[config.mk]
export PLATFORM = sky130hd
export DESIGN_NAME = rob_core
export DESIGN_NICKNAME = d
export VERILOG_FILES = /design/src/rtl/rob_pkg.sv /design/src/rtl/rob_retire_sel.sv /design/src/rtl/rob_arch_map.sv /design/src/rtl/rob_core.sv
export SDC_FILE = /design/constraint.sdc
export NUM_CORES = 1
export LEC_CHECK = 0
export BUFFER_PORTS_ARGS = -buffer_cell sky130_fd_sc_hd__buf_4
export CAP_MARGIN = 20
export CORE_ASPECT_RATIO = 1.75
export CORE_MARGIN = 5
export CORE_UTILIZATION = 25
export CTS_BUF_LIST = sky130_fd_sc_hd__clkbuf_8
export DETAILED_ROUTE_END_ITERATION = 16
export GPL_ROUTABILITY_DRIVEN = 0
export HOLD_SLACK_MARGIN = 0.15
export MAX_ROUTING_LAYER = met4
export PLACE_DENSITY = 0.4
export SKIP_LAST_GASP = 1
export SLEW_MARGIN = 15
export SYNTH_ARGS = -nofsm -noshare
export SYNTH_HDL_FRONTEND = slang
export SYNTH_SLANG_ARGS = --single-unit
[constraint.sdc]
create_clock -name clk -period 7.8 [get_ports clk]
set_input_delay 1.56 -clock clk [delete_from_list [all_inputs] [get_ports clk]]
set_output_delay 1.56 -clock clk [all_outputs]
set_load 0.05 [all_outputs]
[src/rtl/rob_pkg.sv]
package rob_pkg;
    localparam int unsigned ROB_LANES    = 3;
    localparam int unsigned ROB_AREGS    = 8;
    localparam int unsigned ROB_PREGS    = 40;
    localparam int unsigned ROB_DEPTH    = 16;
    localparam int unsigned ROB_WB_PORTS = 2;
endpackage

[src/rtl/rob_retire_sel.sv]
// Picks how many of the oldest slots retire this cycle (whole instructions only)
// and whether the oldest complete instruction carries a fault.
module rob_retire_sel #(
    parameter int LANES = 3,
    parameter int LCW   = 2
) (
    input  logic [LANES-1:0] slot_ok,
    input  logic [LANES-1:0] slot_exc,
    input  logic [LANES-1:0] slot_last,
    output logic [LCW-1:0]   ret_n,
    output logic             raise
);
    logic all_ok;
    logic grp_exc;
    logic stop;
    logic first_grp;

    always_comb begin
        ret_n     = '0;
        raise     = 1'b0;
        all_ok    = 1'b1;
        grp_exc   = 1'b0;
        stop      = 1'b0;
        first_grp = 1'b1;
        for (int k = 0; k < LANES; k++) begin
            if (!stop) begin
                all_ok  = all_ok & slot_ok[k];
                grp_exc = grp_exc | slot_exc[k];
                if (!all_ok) begin
                    stop = 1'b1;
                end else if (slot_last[k]) begin
                    if (grp_exc) begin
                        raise = first_grp;
                        stop  = 1'b1;
                    end else begin
                        ret_n     = LCW'(k + 1);
                        first_grp = 1'b0;
                    end
                end
            end
        end
    end
endmodule

[src/rtl/rob_arch_map.sv]
// Committed architectural-to-physical register map, updated by retiring lanes.
module rob_arch_map #(
    parameter int LANES = 3,
    parameter int AREGS = 8,
    parameter int PW    = 6,
    parameter int AW    = 3
) (
    input  logic                clk,
    input  logic                rst_n,
    input  logic [LANES-1:0]    ret_valid,
    input  logic [LANES*AW-1:0] ret_areg,
    input  logic [LANES*PW-1:0] ret_preg,
    output logic [AREGS*PW-1:0] arch_map
);
    logic [AREGS*PW-1:0] map_d, map_q;

    always_comb begin
        map_d = map_q;
        for (int k = 0; k < LANES; k++) begin
            if (ret_valid[k]) begin
                map_d[ret_areg[k*AW +: AW]*PW +: PW] = ret_preg[k*PW +: PW];
            end
        end
    end

    always_ff @(posedge clk) begin
        if (!rst_n) begin
            for (int r = 0; r < AREGS; r++) begin
                map_q[r*PW +: PW] <= PW'(r);
            end
        end else begin
            map_q <= map_d;
        end
    end

    assign arch_map = map_q;
endmodule

[src/rtl/rob_core.sv]
module rob_core #(
    parameter int DEPTH    = rob_pkg::ROB_DEPTH,
    parameter int LANES    = rob_pkg::ROB_LANES,
    parameter int AREGS    = rob_pkg::ROB_AREGS,
    parameter int PREGS    = rob_pkg::ROB_PREGS,
    parameter int WB_PORTS = rob_pkg::ROB_WB_PORTS,
    localparam int IW      = $clog2(DEPTH),
    localparam int CW      = $clog2(DEPTH + 1),
    localparam int PW      = $clog2(PREGS),
    localparam int AW      = $clog2(AREGS),
    localparam int LCW     = $clog2(LANES + 1)
) (
    input  logic                   clk,
    input  logic                   rst_n,
    input  logic [LCW-1:0]         alloc_cnt,
    input  logic [LANES*PW-1:0]    alloc_preg,
    input  logic [LANES*AW-1:0]    alloc_areg,
    input  logic [LANES-1:0]       alloc_last,
    output logic                   alloc_ready,
    output logic [IW-1:0]          alloc_idx,
    input  logic [WB_PORTS-1:0]    wb_valid,
    input  logic [WB_PORTS*IW-1:0] wb_idx,
    input  logic [WB_PORTS-1:0]    wb_exc,
    output logic [WB_PORTS-1:0]    wb_bad,
    output logic [LANES-1:0]       ret_valid,
    output logic [LANES*AW-1:0]    ret_areg,
    output logic [LANES*PW-1:0]    ret_preg,
    output logic                   exc_valid,
    output logic [IW-1:0]          exc_idx,
    output logic [AREGS*PW-1:0]    arch_map
);
    typedef struct packed {
        logic [IW-1:0]                head;
        logic [IW-1:0]                tail;
        logic [CW-1:0]                count;
        logic [DEPTH-1:0]             live;
        logic [DEPTH-1:0]             done;
        logic [DEPTH-1:0]             fault;
        logic [DEPTH-1:0]             last;
        logic [DEPTH-1:0][PW-1:0]     preg;
        logic [DEPTH-1:0][AW-1:0]     areg;
    } rob_state_t;

    rob_state_t s_d, s_q;

    logic [LANES-1:0][IW-1:0] win_idx;
    logic [LANES-1:0]         win_ok, win_exc, win_last;
    logic [LCW-1:0]           ret_n;
    logic                     raise;
    logic [LCW-1:0]           take;
    logic                     accept;

    // Retirement window: the LANES oldest slots
    always_comb begin
        for (int k = 0; k < LANES; k++) begin
            win_idx[k]  = s_q.head + IW'(k);
            win_ok[k]   = s_q.live[win_idx[k]] & s_q.done[win_idx[k]];
            win_exc[k]  = s_q.fault[win_idx[k]];
            win_last[k] = s_q.last[win_idx[k]];
            ret_areg[k*AW +: AW] = s_q.areg[win_idx[k]];
            ret_preg[k*PW +: PW] = s_q.preg[win_idx[k]];
            ret_valid[k] = (LCW'(k) < ret_n);
        end
    end

    rob_retire_sel #(
        .LANES(LANES),
        .LCW  (LCW)
    ) u_sel (
        .slot_ok  (win_ok),
        .slot_exc (win_exc),
        .slot_last(win_last),
        .ret_n    (ret_n),
        .raise    (raise)
    );

    assign alloc_ready = ((CW'(DEPTH) - s_q.count) >= CW'(LANES)) && !raise;
    assign alloc_idx   = s_q.tail;
    assign exc_valid   = raise;
    assign exc_idx     = s_q.head;
    assign take        = (alloc_cnt > LCW'(LANES)) ? LCW'(LANES) : alloc_cnt;
    assign accept      = (alloc_cnt != '0) && alloc_ready;

    always_comb begin
        s_d    = s_q;
        wb_bad = '0;

        // Completion reports
        for (int p = 0; p < WB_PORTS; p++) begin
            if (wb_valid[p]) begin
                if (s_q.live[wb_idx[p*IW +: IW]]) begin
                    s_d.done[wb_idx[p*IW +: IW]] = 1'b1;
                    if (wb_exc[p]) begin
                        s_d.fault[wb_idx[p*IW +: IW]] = 1'b1;
                    end
                end else begin
                    wb_bad[p] = 1'b1;
                end
            end
        end

        // Retirement
        for (int k = 0; k < LANES; k++) begin
            if (ret_valid[k]) begin
                s_d.live[win_idx[k]] = 1'b0;
            end
        end
        s_d.head  = s_q.head + IW'(ret_n);
        s_d.count = s_q.count - CW'(ret_n);

        // Fault: discard everything, tail back to head
        if (raise) begin
            s_d.live  = '0;
            s_d.tail  = s_q.head;
            s_d.count = '0;
        end

        // Allocation
        if (accept) begin
            for (int k = 0; k < LANES; k++) begin
                if (LCW'(k) < take) begin
                    s_d.live[s_q.tail + IW'(k)]  = 1'b1;
                    s_d.done[s_q.tail + IW'(k)]  = 1'b0;
                    s_d.fault[s_q.tail + IW'(k)] = 1'b0;
                    s_d.last[s_q.tail + IW'(k)]  = alloc_last[k];
                    s_d.preg[s_q.tail + IW'(k)]  = alloc_preg[k*PW +: PW];
                    s_d.areg[s_q.tail + IW'(k)]  = alloc_areg[k*AW +: AW];
                end
            end
            s_d.tail  = s_q.tail + IW'(take);
            s_d.count = s_d.count + CW'(take);
        end
    end

    always_ff @(posedge clk) begin
        if (!rst_n) begin
            s_q <= '0;
        end else begin
            s_q <= s_d;
        end
    end

    rob_arch_map #(
        .LANES(LANES),
        .AREGS(AREGS),
        .PW   (PW),
        .AW   (AW)
    ) u_map (
        .clk      (clk),
        .rst_n    (rst_n),
        .ret_valid(ret_valid),
        .ret_areg (ret_areg),
        .ret_preg (ret_preg),
        .arch_map (arch_map)
    );
endmodule

# Word level (Yosys, flattened, before mapping)
# Index checks and enable logic that the tools add are counted.
[word_totals] regBits=269
[op_classes] addsub=12 mul=3 n_lt_le_gt_ge=24 shifts=6 muxes=139 bitwise=29 n_reduce_logical=13
[op_table] cell="208-bit two-way mux" n=5
[op_table] cell="48-bit bitwise mux" n=6
[op_table] cell="96-bit bitwise mux" n=3
[op_table] cell="217-bit two-way mux" n=1
[op_table] cell="16-bit bitwise AND" n=9
[op_table] cell="48-bit two-way mux" n=3
[op_table] cell="6-bit by 34-bit variable shift with 48-bit output (first input constant)" n=3
[op_table] cell="6-bit by 34-bit indexed part select with 48-bit output" n=3
[op_table] cell="32-bit two-way mux" n=4
[op_table] cell="16-bit bitwise OR" n=7
[op_table] cell="6-bit negator with 34-bit output" n=3
[op_table] cell="16-bit inverter" n=6
[op_table] cell="16-bit two-way mux" n=5
[op_table] cell="6-bit binary-select mux with 4-bit select" n=3
[op_table] cell="6-bit demux with 4-bit select" n=3
[op_table] cell="1-bit binary-select mux with 4-bit select" n=14
[op_table] cell="1-bit two-way mux" n=51
[op_table] cell="16-bit bitwise mux" n=3
[op_table] cell="4-bit by 5-bit < comparator with 1-bit output (second input constant)" n=8
[op_table] cell="3-bit binary-select mux with 4-bit select" n=3
[op_table] cell="3-bit demux with 4-bit select" n=3
[op_table] cell="6-bit two-way mux" n=6
[op_table] cell="1-bit demux with 4-bit select" n=8
[op_table] cell="4-bit by 1-bit greater-or-equal comparator with 1-bit output (second input constant)" n=8
[op_table] cell="other kinds (19)" n=58

# Depth between registers and ports, before layout
# Gate-level depths: netlist (run 1).
[logic_depth] word_depth=29 depth_mapped=25

# Cells and area by module
# Synthesis (run 1) repeated with hierarchy kept, for this count alone.
[unflattened] cells_unflattened=2819 area_unflattened_um2=24230.7
[by_module_without_submodules] module="rob_core" instances=1 cells_each=1952 area_per_inst_um2=17829.6 seq_area_each_um2=4424.2
[by_module_without_submodules] module="rob_arch_map" instances=1 cells_each=853 area_per_inst_um2=6297.3 seq_area_each_um2=960.9
[by_module_without_submodules] module="rob_retire_sel" instances=1 cells_each=14 area_per_inst_um2=103.8 seq_area_each_um2=0.0

# Least setup slack after synthesis (run 1)
# Ideal clock, no wire load.
[synth_timing] path_kind="register to register" start="register s_q, in the netlist exc_idx[0]" end="register u_map.map_q[9], in the netlist u_map.arch_map[9]" setup_time_ps=127 arrival_ps=6371 required_time_ps=7673 slack_ps=1302 stages_incl_launch_ff=23 path_cell_list="dfxtp_1 buf_6 buf_12 buf_6 buf_6 buf_4 buf_2 buf_4 buf_1 mux4_2 mux4_2 ha_1 fa_1 clkbuf_1 nand2b_1 nor2_1 ha_1 inv_1 or2_2 nor4b_1 mux2_2 o2111ai_1 o21ai_0"
[synth_via] elab_cells_between_ends=86
[synth_lines] item="from (decl)" line_no="rob_core.sv:44" rtl="rob_state_t s_d, s_q;"
[synth_lines] item="from (signal assigned)" line_no="rob_core.sv:137" rtl="s_q <= '0;"
[synth_lines] item="from (signal assigned)" line_no="rob_core.sv:139" rtl="s_q <= s_d;"
[synth_lines] item="3-bit binary-select mux with 4-bit select *" line_no="rob_core.sv:60" rtl="ret_areg[k*AW +: AW] = s_q.areg[win_idx[k]];"
[synth_lines] item="3-bit two-way mux (not written as such) *" line_no="rob_core.sv:60"
[synth_lines] item="via ret_areg[1]" line_no="rob_core.sv:26" rtl="output logic [LANES*AW-1:0] ret_areg,"
[synth_lines] item="3-bit by 2-bit multiplier with 5-bit output *" line_no="rob_arch_map.sv:21" rtl="map_d[ret_areg[k*AW +: AW]*PW +: PW] = ret_preg[k*PW +: PW];"
[synth_lines] item="6-bit negator with 34-bit output *" line_no="rob_arch_map.sv:21"
[synth_lines] item="6-bit by 34-bit indexed part select with 48-bit output or 6-bit by 34-bit variable shift with 48-bit output (tied branches)" line_no="rob_arch_map.sv:21"
[synth_lines] item="48-bit bitwise mux *" line_no="rob_arch_map.sv:21"
[synth_lines] item="48-bit two-way mux *" line_no="rob_arch_map.sv:20" rtl="if (ret_valid[k]) begin"
[synth_lines] item="48-bit bitwise mux" line_no="rob_arch_map.sv:21"
[synth_lines] item="48-bit two-way mux *" line_no="rob_arch_map.sv:20"
[synth_lines] item="48-bit bitwise mux" line_no="rob_arch_map.sv:21"
[synth_lines] item="48-bit two-way mux *" line_no="rob_arch_map.sv:20"
[synth_lines] item="to (signal, indexed assignment)" line_no="rob_arch_map.sv:29" rtl="map_q[r*PW +: PW] <= PW'(r);"
[synth_lines] item="to (signal assigned)" line_no="rob_arch_map.sv:32" rtl="map_q <= map_d;"
[synth_lines] item="to (decl)" line_no="rob_arch_map.sv:15" rtl="logic [AREGS*PW-1:0] map_d, map_q;"
# Mark *: on every way through the listed nets, which the timed path passes. The rest lies on a longest branch. The select of a mux whose other input is x is not followed.
# A chain may end at the register's enable or synchronous reset.

# Worst setup path in the final report (run 1)
[layout_timing] start="register s_q, in the netlist exc_idx[1]" end="output port alloc_ready"
[layout_via] elab_chain_len=15 elab_cells_between_ends=59
[layout_lines] item="parallel branches: the longest is 12 deep, another holds 4-bit by 1-bit adder with 4-bit output"
[layout_lines] item="1-bit two-way mux *" line_no="rob_retire_sel.sv:26" rtl="if (!stop) begin"
[layout_lines] item="1-bit zero test *" line_no="rob_core.sv:77" rtl="assign alloc_ready = ((CW'(DEPTH) - s_q.count) >= CW'(LANES)) && !raise;"
[layout_lines] item="1-bit logical AND *" line_no="rob_core.sv:77"
[layout_lines] item="to (decl)" line_no="rob_core.sv:19" rtl="output logic alloc_ready,"
# Mark *: on every way between the ends. The select of a mux whose other input is x is not followed.

==> impl_results.md, run 1 <==
- Status: completed
- Worst hold path type: flop to flop
- Syn Nets: about 3,100
- Clk sinks: 269
- CTS Buf Count: between 50 and 60
- Simple-Gate Fraction of Synth Area: 18.62%
- Largest net degree at the start of global routing: 125
- Final Cycle Share: 90.73%
- # nets final: 3,120
- Initial detailed-routing violation count: approximately 2,000
- Top post-synthesis cells by area: dfxtp_1 21%, mux4_2 13%, mux2i_1 10%, a211oi_1 9.9%, nor2_1 7.5%
- Ys flop type: dfxtp_1
- CP Max Fanout: 29
- Critical Path AT: around 5.5 ns
- Synth Area per Inst: around 8.3 um^2
- Gate power share: a little under half
- Chip Height: 430.7 um
- CP most frequent cell: buf_4
- Synth-to-layout area growth: 13.27%
- Sequential power share: roughly 28%
- Critical path launch point type: flop
- Critical setup path kind: flop to primary output
- Antenna-violating nets left: 0
- Synth Warn #: 0
- Initial antenna violation count: 10
- Die width: between 200 and 300 um
- Post-synthesis register bit count: approximately 270
- CP max stage cell: ha_2
- Die Area: roughly 0.11 mm^2
- Reg clk slew, reported paths: ~0.06 ns
- DR DRC count: 0
- Switching share of power: approximately 46%
- CP required: 6.24 ns
- Compound-Gate Fraction of Synth Area: about a quarter
- Post-CTS Setup Inserts: 0
- Max Fclk: about 140 MHz
- Yosys cell types: ~110
- Setup TNS: 0 ns
- First-pass GRT wire length: ~190 mm
- Cts hold-fix bufs: 0
- Fin Clk Skew: approximately 0.037 ns
- Pwr dens: approximately 210 mW/mm^2
- Cts repair resizes: 0
- Via count: 25,840
- CP top delay family: buffers and inverters
- Max_slew headroom: 24.12%
- Critical path endpoint category: primary output
- Fin. Hold Viols: 0
- CP Cell Sequence: clkinv_1, ha_2, buf_4, mux4_2, mux2i_1, mux2_2, a21boi_0, a2111oi_2, a31oi_2, inv_1, nor2_1, buf_4
- Vias in the first global route: 25,260
- Switching Power: around 0.0028 W
- Final HPWL DP: about 100 mm
- WP buf/inv: 4
- Slew at the pin closest to its max-slew limit: ~1.1 ns
- LEAKAGE: 9.945 nW
- Synth top area share: 21.30%
- Wire per inst: about 31 um
- Minimum clock period after layout: between 7 and 8 ns
- Clock network power share: 26.4%
- Post-synthesis async set-or-reset flop share: 0%
- CTS max path bufs: 3
- DRT Pass-1 Iters: 9
- Maxcap violations: 0
- Grt ovf: 0
- Clock Tree Root: clkbuf_8
- Area leader, netlist: dfxtp_1
- Largest family of logic cells by synthesized area: multiplexers
- P_int: roughly 0.0032 W
- Place WS: 1.129 ns
- Initial core utilization: approximately a quarter
- GRT Total Usage: around 25%
- Most common library cell in the layout ignoring fill and taps: nor2_1
- Cells after Synth: between 3,000 and 4,000
- Slew Viols, Final: 0
- TritonCTS clock tree: done
- Routed WL: approximately 140 mm
- RSZ-0062 raised after global routing: false
- Proportion of synthesized area in mux cells: between 20% and 30%
- Vias per std cell: 5.862
- Buffers on Ports: ~140
- Fill cells: 10,850
- Share of post-route cells with drive strength above 1: between 10% and 20%
- Post-synthesis sequential area ratio: around a fifth
- Final setup fails: 0
- I/O pin count: between 100 and 150
- Row cnt: 154
- Core Region: a little over 0.1 mm^2
- Adder-cell share of the synthesized area: under 10%
- Post-Syn Area: around 0.025 mm^2
- Post-synth EDFFs: 0
- Post-synthesis xor/xnor area fraction: between 1 and 1.5%
- H-tree lvl count: 2
- Clk_lat worst skew: ~0.73 ns
- Worst path max stage delay: approximately 0.90 ns
- Final WS setup: 0.7232 ns
- Peak supply drop: around 0.00010 V
- Commonest cells after routing, fill and taps aside: 486 x nor2_1, 334 x a211oi_1, 265 x dfxtp_1, 257 x mux2i_1, 237 x buf_4
[per-stage QoR]
| step | std cells | power (W) | area [um^2] | hold WS [ns] | util [%] |
|---|---|---|---|---|---|
| 2_1_floorplan | 3049 | 0.003474 | 25290 | 0.4547 | - |
| 3_3_place_gp | 4304 | 0.004441 | 27510 | 0.5038 | 27.35 |
| 3_5_place_dp | 4305 | 0.004421 | 27530 | 0.5063 | 27.37 |
| 4_1_cts | 4399 | 0.006048 | 28620 | 0.5243 | 28.45 |
| 5_1_grt | 4408 | 0.006303 | 28640 | 0.5403 | 28.48 |
| 6_report | 4408 | 0.006043 | 28640 | 0.5225 | 28.48 |
[power by group through the flow]
stage               Sequential [W]  Clock, W  Combinational [W]
floorplan                  0.00164         0            0.00184
global placement           0.00174         0            0.00270
detailed placement         0.00174         0            0.00268
CTS                        0.00171   0.00165            0.00269
global route               0.00173   0.00168            0.00290
finish                     0.00171   0.00159            0.00273
[cell type report]
cell class | instances | area, um^2 | area share [%]
clock buffer | 64 | 880.8 | 3.075
antenna | 9 | 22.52 | 0.07863
timing repair buffer | 238 | 1799 | 6.282
sequential | 269 | 5395 | 18.84
clock inverter | 30 | 206.4 | 0.7208
inverter | 47 | 181.4 | 0.6334
multi-input combinational | 2425 | 18500 | 64.58
tap | 1326 | 1659 | 5.792
[Yosys cell counts, types with 37 or more instances]
library cell and number:
buf_2 43, clkbuf_1 199, nand2_1 170, dfxtp_1 269, a211oi_1 334, nor2_1 506, a21oi_1 227, o21ai_0 62
o22ai_1 60, nand3_1 102, mux2i_1 257, inv_1 42, mux4_2 147, nor3_1 37
[flip-flops by register name, summed over array words and instances (netlist names)]
name,cells
s_q,213
alloc_idx,4
u_map.arch_map,48
exc_idx,4
[path summary, 6_finish.rpt]
kind	startpoint	to	slack, ns	cells after the start
max	exc_idx[1]$_SDFF_PN0_	alloc_ready	0.72	12
max reg2reg	exc_idx[1]$_SDFF_PN0_	u_map.arch_map[7]$_SDFF_PN0_	1.03	16
min	s_q[174]$_SDFF_PN0_	s_q[174]$_SDFF_PN0_	0.52	2
min reg2reg	s_q[174]$_SDFF_PN0_	s_q[174]$_SDFF_PN0_	0.52	2
[worst register-to-register path: stages (launching register included)]
cell	delay, ns
dfxtp_4	0.67
clkinv_1	0.42
ha_2	0.90
mux4_2	0.45
mux4_2	0.67
ha_1	0.29
inv_1	0.07
fa_1	0.55
and2_1	0.22
and2_1	0.17
ha_1	0.27
nand2b_1	0.19
nor3_1	0.62
nand3_1	0.50
a2111oi_2	0.47
a31oi_1	0.08
a21oi_1	0.15
[layer usage]
metal / global-route usage (%) / wire length [um] / vias to the layer above
met5: - / 0 / -
li1: - / - / 11590
met4: 18.02 / 12630 / 0
met3: 3.705 / 6902 / 413
met2: 43.56 / 69400 / 1082
met1: 25.04 / 47650 / 12760
[kinds of logic (layout without fill, tap and decap cells)]
family                   Yosys count  count (layout)
AO/OA/AOI/OAI                    877             877
XOR/XNOR                          28              28
other                              0               9
multiplexers                     454             454
flip-flops                       269             269
adder cells (fa/ha/maj)           41              41
buffers and inverters            355             379
AND/OR/NAND/NOR                 1025            1025
Note: power is estimated with default switching activity, not from simulation.
==> inputs of run 2 (changes only) <==
==> constraint.sdc (replaced) <==
create_clock -name clk -period 8.1 [get_ports clk]
set_input_delay 1.62 -clock clk [delete_from_list [all_inputs] [get_ports clk]]
set_output_delay 1.62 -clock clk [all_outputs]
set_load 0.05 [all_outputs]
==> run 2 against run 1 <==
Total power is 6.0% lower. Non-clock buffer count decreased by 8. Combinational power decreased by 2%. First-iteration DRC count shrank 9.4%. Clock power is 14% lower. Final area fell by 0.81%. Register-to-register slack better by 0.15 ns. Count of clock-buffer cells in the layout shrank 8. Largest cell class unchanged. Via count down 0.90%. Critical endpoint unchanged. Global-route usage decreased by 0.24 points. Critical path type unchanged. Worst hold slack worse by 0.0079 ns.
==> impl_results.md, run 2 (same netlist as run 1, synthesis figures left out) <==
- Status: completed
- Clock network power share: 23.9% (-2.5 points)
- Worst hold path type: flop to flop
- Buffers on Ports: 135 (unchanged)
- # nets final: 3,109 (-0.35%)
- Worst hold slack: 0.5146 ns (-0.007919 ns)
- Max Fclk: 139.2 MHz
- Initial detailed-routing violation count: 1,843 (-9.4%)
- R2r setup slk: 1.18 ns (+0.15 ns)
- Initial antenna violation count: 7 (-3)
- Critical path launch point type: flop
- Final Core Density: 28.25% (-0.23 points)
- Row cnt: 154 (unchanged)
- GRT Total Usage: 24.58% (-0.24 points)
- Core Region: 0.1006 mm^2 (unchanged)
- Share of post-route cells with drive strength above 1: 18.95% (-0.51 points)
- Post-CTS Setup Inserts: 0 (unchanged)
- RSZ-0062 raised after global routing: false
- FF/Latch Area: 0.005395 mm^2 (unchanged)
- Grt ovf: 0 (unchanged)
- Initial core utilization: 25.14% (unchanged)
- Synth-to-layout area growth: 12.35%
- Final HPWL DP: 100.7 mm (-1.7%)
- R2R Path Start: exc_idx[0]$_SDFF_PN0_
- Clk_lat worst skew: 0.74 ns (about the same)
- WP buf/inv: 4 (unchanged)
- TritonCTS clock tree: done
- Vias per std cell: 5.836 (-0.45%)
- P_int: 0.002938 W (-9.2%)
- Most common library cell in the layout ignoring fill and taps: nor2_1
- Fill cells: 10,920 (+0.65%)
- Fin area: 0.02841 mm^2 (-0.81%)
- Maxcap violations: 0 (unchanged)
- Cts repair resizes: 0 (unchanged)
- CP Max Fanout: 52 (+79%)
- Levels on crit path: 12 (unchanged)
- Largest net degree at the start of global routing: 126 (+0.80%)
- Commonest cells after routing, fill and taps aside: 486 x nor2_1, 334 x a211oi_1, 265 x dfxtp_1, 257 x mux2i_1, 227 x a21oi_1
- Final setup fails: 0 (unchanged)
- Slew at the pin closest to its max-slew limit: 1.150 ns (+0.01277 ns)
- Chip Height: 430.7 um (unchanged)
- Cts hold-fix bufs: 0 (unchanged)
- Switching Power: 0.002743 W (-2.3%)
- Area taken by multi-input logic gates: 0.01848 mm^2 (about the same)
- Clk sinks: 269 (unchanged)
- Max reg flops: 213 (unchanged)
- Fin Clk Skew: 0.05493 ns (+0.01796 ns)
- Minimum clock period after layout: 7.186 ns
- CP Cell Sequence: inv_2, ha_2, buf_4, mux4_2, mux2i_1, mux2_2, a21boi_0, a2111oi_2, a31oi_2, inv_1, nor2_1, buf_4
- DRT Pass-1 Iters: 6 (-3)
- Worst Setup EP: alloc_ready
- CP required: 6.48 ns (+0.24 ns)
- Die width: 250.4 um (unchanged)
- Slew Viols, Final: 0 (unchanged)
- Vias in the first global route: 25,240 (-0.063%)
- Capture point of the worst reg-to-reg path: u_map.arch_map[9]$_SDFF_PN0_
- CTS Buf Count: 49 (-5.8%)
- Top reg by flops: s_q
- CTS max path bufs: 3 (unchanged)
- Reg clk slew, reported paths: 0.09 ns (+0.03 ns)
- Dpl cells: 4,297 (-0.19%)
- CP max stage cell: dfxtp_4
- Antenna-violating nets left: 0 (unchanged)
- Critical setup path kind: flop to primary output
- H-tree lvl count: 2 (unchanged)
- Critical path endpoint category: primary output
- Wire per inst: 30.76 um (-0.73%)
- Worst Reg2Reg Path Length in Cells: 15 (-1)
- Clock Tree Root: clkbuf_8
- Peak supply drop: 0.0001015 V (-1.6%)
- First-pass GRT wire length: 189.8 mm (-0.92%)
- Max_slew headroom: 23.16% (-0.96 points)
- Via count: 25,610 (-0.90%)
- Routed WL: 135.0 mm (-1.2%)
- Worst path max stage delay: 0.87 ns (-0.03 ns)
- Pwr dens: 200.0 mW/mm^2 (-5.2%)
- DR DRC count: 0 (unchanged)
- Sequential power share: 29.1% (+0.7 points)
- LEAKAGE: 9.825 nW (-1.2%)
- I/O pin count: 136 (unchanged)
- Die Area: 0.1079 mm^2 (unchanged)
- Setup TNS: 0 ns (unchanged)
- Fin. Hold Viols: 0 (unchanged)
- CP top delay family: buffers and inverters
- Placement-stage cell area: 0.02750 mm^2 (-0.14%)
- CP most frequent cell: buf_4
- Switching share of power: 48.28% (+1.8 points)
- Gate power share: 47.0% (+1.7 points)
- Critical Path AT: 5.57 ns (+0.05 ns)
- Non-Filler Instances: 4,388 (-0.45%)
- CP startpoint: exc_idx[0]$_SDFF_PN0_
- Final Cycle Share: between 80% and 90%
==> run 2: changes by cell type in the layout (fill, tap and decap cells not counted), sizes merged <==
| cell | previous run | this run |
|---|---|---|
| diode | 9 | 7 |
| buf | 238 | 230 |
| inv | 64 | 68 |
| bufinv | 3 | 0 |
| clkbuf | 64 | 56 |
| clkinv | 8 | 5 |
==> run 2: worst register-to-register path, delay by kind of cell, from the launching register on <==
| kind | cells | cell delay, ns |
|---|---|---|
| adders and majority gates | 3 | 1.35 |
| and+or+nand+nor | 4 | 1.50 |
| DFF | 1 | 0.87 |
| AOI/OAI and AO/OA | 3 | 0.52 |
| muxes | 3 | 1.59 |
| buffers and inverters | 2 | 0.93 |
==> run 2: how the worst min path moves through the flow <==
stage / start / endpoint / cells after the start
4_1_cts: s_q[181]$_SDFF_PN0_ / s_q[181]$_SDFF_PN0_ / 2
2_1_floorplan: s_q[181]$_SDFF_PN0_ / s_q[181]$_SDFF_PN0_ / 2
5_1_grt: s_q[174]$_SDFF_PN0_ / s_q[174]$_SDFF_PN0_ / 2
3_3_place_gp: s_q[187]$_SDFF_PN0_ / s_q[187]$_SDFF_PN0_ / 2
6_report: s_q[185]$_SDFF_PN0_ / s_q[185]$_SDFF_PN0_ / 2
3_5_place_dp: s_q[181]$_SDFF_PN0_ / s_q[181]$_SDFF_PN0_ / 2
==> run 2: routing by layer <==
layer | GRT usage [%] | up-vias | routed length [um]
met5 | - | - | 0
met4 | 17.14 | 0 | 12270
met3 | 3.759 | 392 | 7043
met2 | 43.54 | 1018 | 68660
met1 | 24.69 | 12640 | 47010
li1 | - | 11550 | -
==> run 2: layout make-up <==
type	count	area share, %
well taps	1326	5.840
clock inverters	28	0.4448
repair buffers	230	6.254
flip-flops and latches	269	18.99
diodes	7	0.06166
multi-input cells	2425	65.06
inverters	47	0.6386
clock buffers	56	2.713
==> run 2: per-stage QoR <==
step                setup slack (ns)  power [W]
floorplan                      1.602   0.003345
global placement               1.388   0.004307
detailed placement             1.324   0.004297
CTS                           0.7662   0.005679
global route                  0.5780   0.005920
finish                        0.9144   0.005682
==> run 2: power by group through the flow <==
stage	clock [W]	combinational, W	sequential [W]
CTS	0.00140	0.00263	0.00165
detailed placement	0	0.00262	0.00168
finish	0.00136	0.00267	0.00166
global route	0.00143	0.00282	0.00167
floorplan	0	0.00177	0.00158
global placement	0	0.00263	0.00168
==> inputs of run 3 (changes only) <==
--- a/config.mk
+++ b/config.mk
@@ -20,4 +20,5 @@
 export SLEW_MARGIN = 15
 export SYNTH_ARGS = -nofsm -noshare
 export SYNTH_HDL_FRONTEND = slang
+export SYNTH_HIERARCHICAL = 1
 export SYNTH_SLANG_ARGS = --single-unit
==> run 3 against run 2 <==
Critical path depth down 2. Area after synthesis down 4.2%. Register-to-register slack better by 0.13 ns. Worst setup slack better by 0.11 ns. Critical endpoint is now ret_valid[0].
==> impl_results.md, run 3 <==
- Commonest cells after routing, fill and taps aside: 295 x nor2_1, 266 x dfxtp_1, 227 x nand2_1, 205 x buf_4, 181 x mux4_2
- Worst Reg2Reg Path Length in Cells: 16 (+1)
- Setup TNS: 0 ns (unchanged)
- Vias per std cell: 6.147 (+5.3%)
- I/O pin count: 136 (unchanged)
- Count leader, synth: nor2_1
- Minimum clock period after layout: 7.078 ns (-0.1077 ns)
- Core Region: 0.09654 mm^2 (-4.0%)
- Worst hold slack: 0.4904 ns (-0.02415 ns)
- Final WS setup: 1.022 ns (+0.1077 ns)
- First-pass GRT wire length: 185.6 mm (-2.2%)
- Fin. Hold Viols: 0 (unchanged)
- Max Fclk: 141.3 MHz (+1.5%)
- Initial core utilization: 25.10% (-0.042 points)
- Initial detailed-routing violation count: 2,574 (+40%)
- Grt ovf: 0 (unchanged)
- Cts repair resizes: 0 (unchanged)
- Peak supply drop: 0.0001753 V (+73%)
- GRT Total Usage: 24.87% (+0.28 points)
- Clk sinks: 269 (unchanged)
- Commonest cells in the netlist: 298 x nor2_1, 269 x dfxtp_1, 227 x nand2_1, 181 x mux4_2, 180 x o21ai_0
- Synth top area share: 22.22% (+0.93 points)
- RSZ-0062 raised after global routing: false
- Buffers on Ports: 135 (unchanged)
- Post-Syn Area: 0.02423 mm^2 (-4.2%)
- Wire per inst: 31.74 um (+3.2%)
- Initial antenna violation count: 3 (-4)
- Most common library cell in the layout ignoring fill and taps: nor2_1
- Critical setup path kind: flop to primary output
- Slew at the pin closest to its max-slew limit: 1.213 ns (+0.06364 ns)
- Post-synthesis async set-or-reset flop share: 0% (unchanged)
- Top post-synthesis cells by area: dfxtp_1 22%, mux4_2 17%, nor2_1 4.6%, o21ai_0 3.7%, nand2_1 3.5%
- Final setup fails: 0 (unchanged)
- Critical Path AT: 5.46 ns (-0.11 ns)
- Max_slew headroom: 18.48% (-4.7 points)
- Critical path launch point type: flop
- Placement-stage cell area: 0.02632 mm^2 (-4.3%)
- Top reg by flops: s_q
- Yosys cell types: 106 (-0.93%)
- Fin Clk Skew: 0.08050 ns (+0.02557 ns)
- Area leader, netlist: dfxtp_1
- Critical path endpoint category: primary output
- Chip Height: 421.8 um (-2.1%)
- Share of post-route cells with drive strength above 1: 23.10% (+4.2 points)
- Routed WL: 131.3 mm (-2.7%)
- DRT Pass-1 Iters: 9 (+3)
- # nets final: 2,886 (-7.2%)
- Post-synthesis sequential area ratio: 22.22% (+0.93 points)
- Synth Area per Inst: 8.596 um^2 (+3.6%)
- Worst hold path type: flop to flop
- Place WS: 1.251 ns (-0.07287 ns)
- Pwr dens: 312.5 mW/mm^2 (+56%)
- Cts hold-fix bufs: 0 (unchanged)
- Maxcap violations: 0 (unchanged)
- Die width: 245.3 um (-2.0%)
- DR DRC count: 0 (unchanged)
- Die Area: 0.1035 mm^2 (-4.0%)
- Via count: 25,440 (-0.66%)
- Antenna-violating nets left: 0 (unchanged)
- Synth-to-layout area growth: 13.46%
- Post-CTS Setup Inserts: 0 (unchanged)
- CTS Buf Count: 49 (unchanged)
- Post-synthesis register bit count: 269 (unchanged)
- Status: completed
- H-tree lvl count: 2 (unchanged)
- Fin area: 0.02749 mm^2 (-3.2%)
- Syn Nets: 2,909 (-7.2%)
- Slew Viols, Final: 0 (unchanged)
- Row cnt: 151 (-1.9%)
- Largest net degree at the start of global routing: 78 (-38%)
- CP required: 6.48 ns (about the same)
- Post-synth EDFFs: 0 (unchanged)
- Final Cycle Share: 87.38% (-1.3 points)
- Synth Warn #: 6 (+6)
- Worst hold path cell count: 2 (unchanged)
- Vias in the first global route: 25,190 (-0.21%)
- Reg clk slew, reported paths: 0.07 ns (-0.02 ns)
- Clock Tree Root: clkbuf_8
- Final HPWL DP: 100.4 mm (-0.34%)
- LEAKAGE: 9.749 nW (-0.77%)
- CP Max Fanout: 30 (-42%)
- Max reg flops: 213 (unchanged)
- Ys flop type: dfxtp_1
- TritonCTS clock tree: done
- CTS max path bufs: 3 (unchanged)
- Cells after Synth: 2,819 (-7.5%)
- Clk_lat worst skew: 0.73 ns (about the same)
## run 3: changes by cell type in the layout (fill, tap and decap cells not counted), sizes merged, moves of 22 or more
cell    previous run  this run
a21oi            232       120
o221a              1        70
o21ai             73       183
nor2b             13        35
o211a              9        56
o22ai             61        98
nand2            172       227
a211oi           336        39
buf              230       206
nor3              40        78
a31oi             17        58
mux2i            261        83
nor3b              4        31
nor2             508       301
## run 3: logic make-up after synthesis
family	count (synthesis)	share of synthesized area (%)
AO/OA/AOI/OAI	880	26.62
XOR/XNOR	32	1.405
adder cells (fa/ha/maj)	44	2.489
buffers and inverters	328	5.938
flip-flops	269	22.22
multiplexers	290	21.58
AND/OR/NAND/NOR	976	19.74
## run 3: area by class of cell
| class | instances | area (um^2) |
|---|---|---|
| clock inverter | 28 | 309.0 |
| clock buffer | 62 | 853.3 |
| fill | 10240 | 69050 |
| antenna | 3 | 7.507 |
| sequential | 269 | 5394 |
| multi-input combinational | 2222 | 17560 |
| inverter | 47 | 176.4 |
| tap | 1300 | 1627 |
| timing repair buffer | 207 | 1568 |
## run 3: worst paths after layout
kind,end,start,slack [ns]
worst min-delay path,s_q[189]$_SDFF_PN0_,s_q[189]$_SDFF_PN0_,0.49
worst max-delay path,ret_valid[0],exc_idx[0]$_SDFF_PN0_,1.02
worst max register to register,u_map/arch_map[30]$_SDFF_PN1_,exc_idx[0]$_SDFF_PN0_,1.31
worst min register to register,s_q[189]$_SDFF_PN0_,s_q[189]$_SDFF_PN0_,0.49
## run 3: worst max-delay path: stages, from the launching register on
cell,delay [ns]
dfxtp_4,0.63
inv_2,0.26
ha_2,0.89
mux4_2,0.60
mux4_2,0.54
and2_1,0.21
nor2b_1,0.14
o31ai_1,0.64
buf_4,0.28
or2_2,0.31
buf_4,0.26
## run 3: layer usage
layer	track usage [%]	share of wire [%]	vias up
li1	-	-	10900
met1	25.09	33	12470
met2	43.12	50	1505
met3	3.073	6.2	561
met4	19.70	11	0
met5	-	0	-
## run 3: power by group
part	internal [W]	total (W)	switching, W
sequential	0.00155	0.00190	0.000350
combinational	0.00153	0.00507	0.00354
clock	0.000890	0.00162	0.000734
total	0.00397	0.00859	0.00462
## run 3: stage by stage
stage / utilization [%] / power [W] / cells
floorplan: - / 0.005114 / 2819
global placement: 27.23 / 0.006832 / 4044
detailed placement: 27.27 / 0.006870 / 4045
CTS: 28.47 / 0.008523 / 4135
global route: 28.48 / 0.008945 / 4138
finish: 28.48 / 0.008592 / 4138
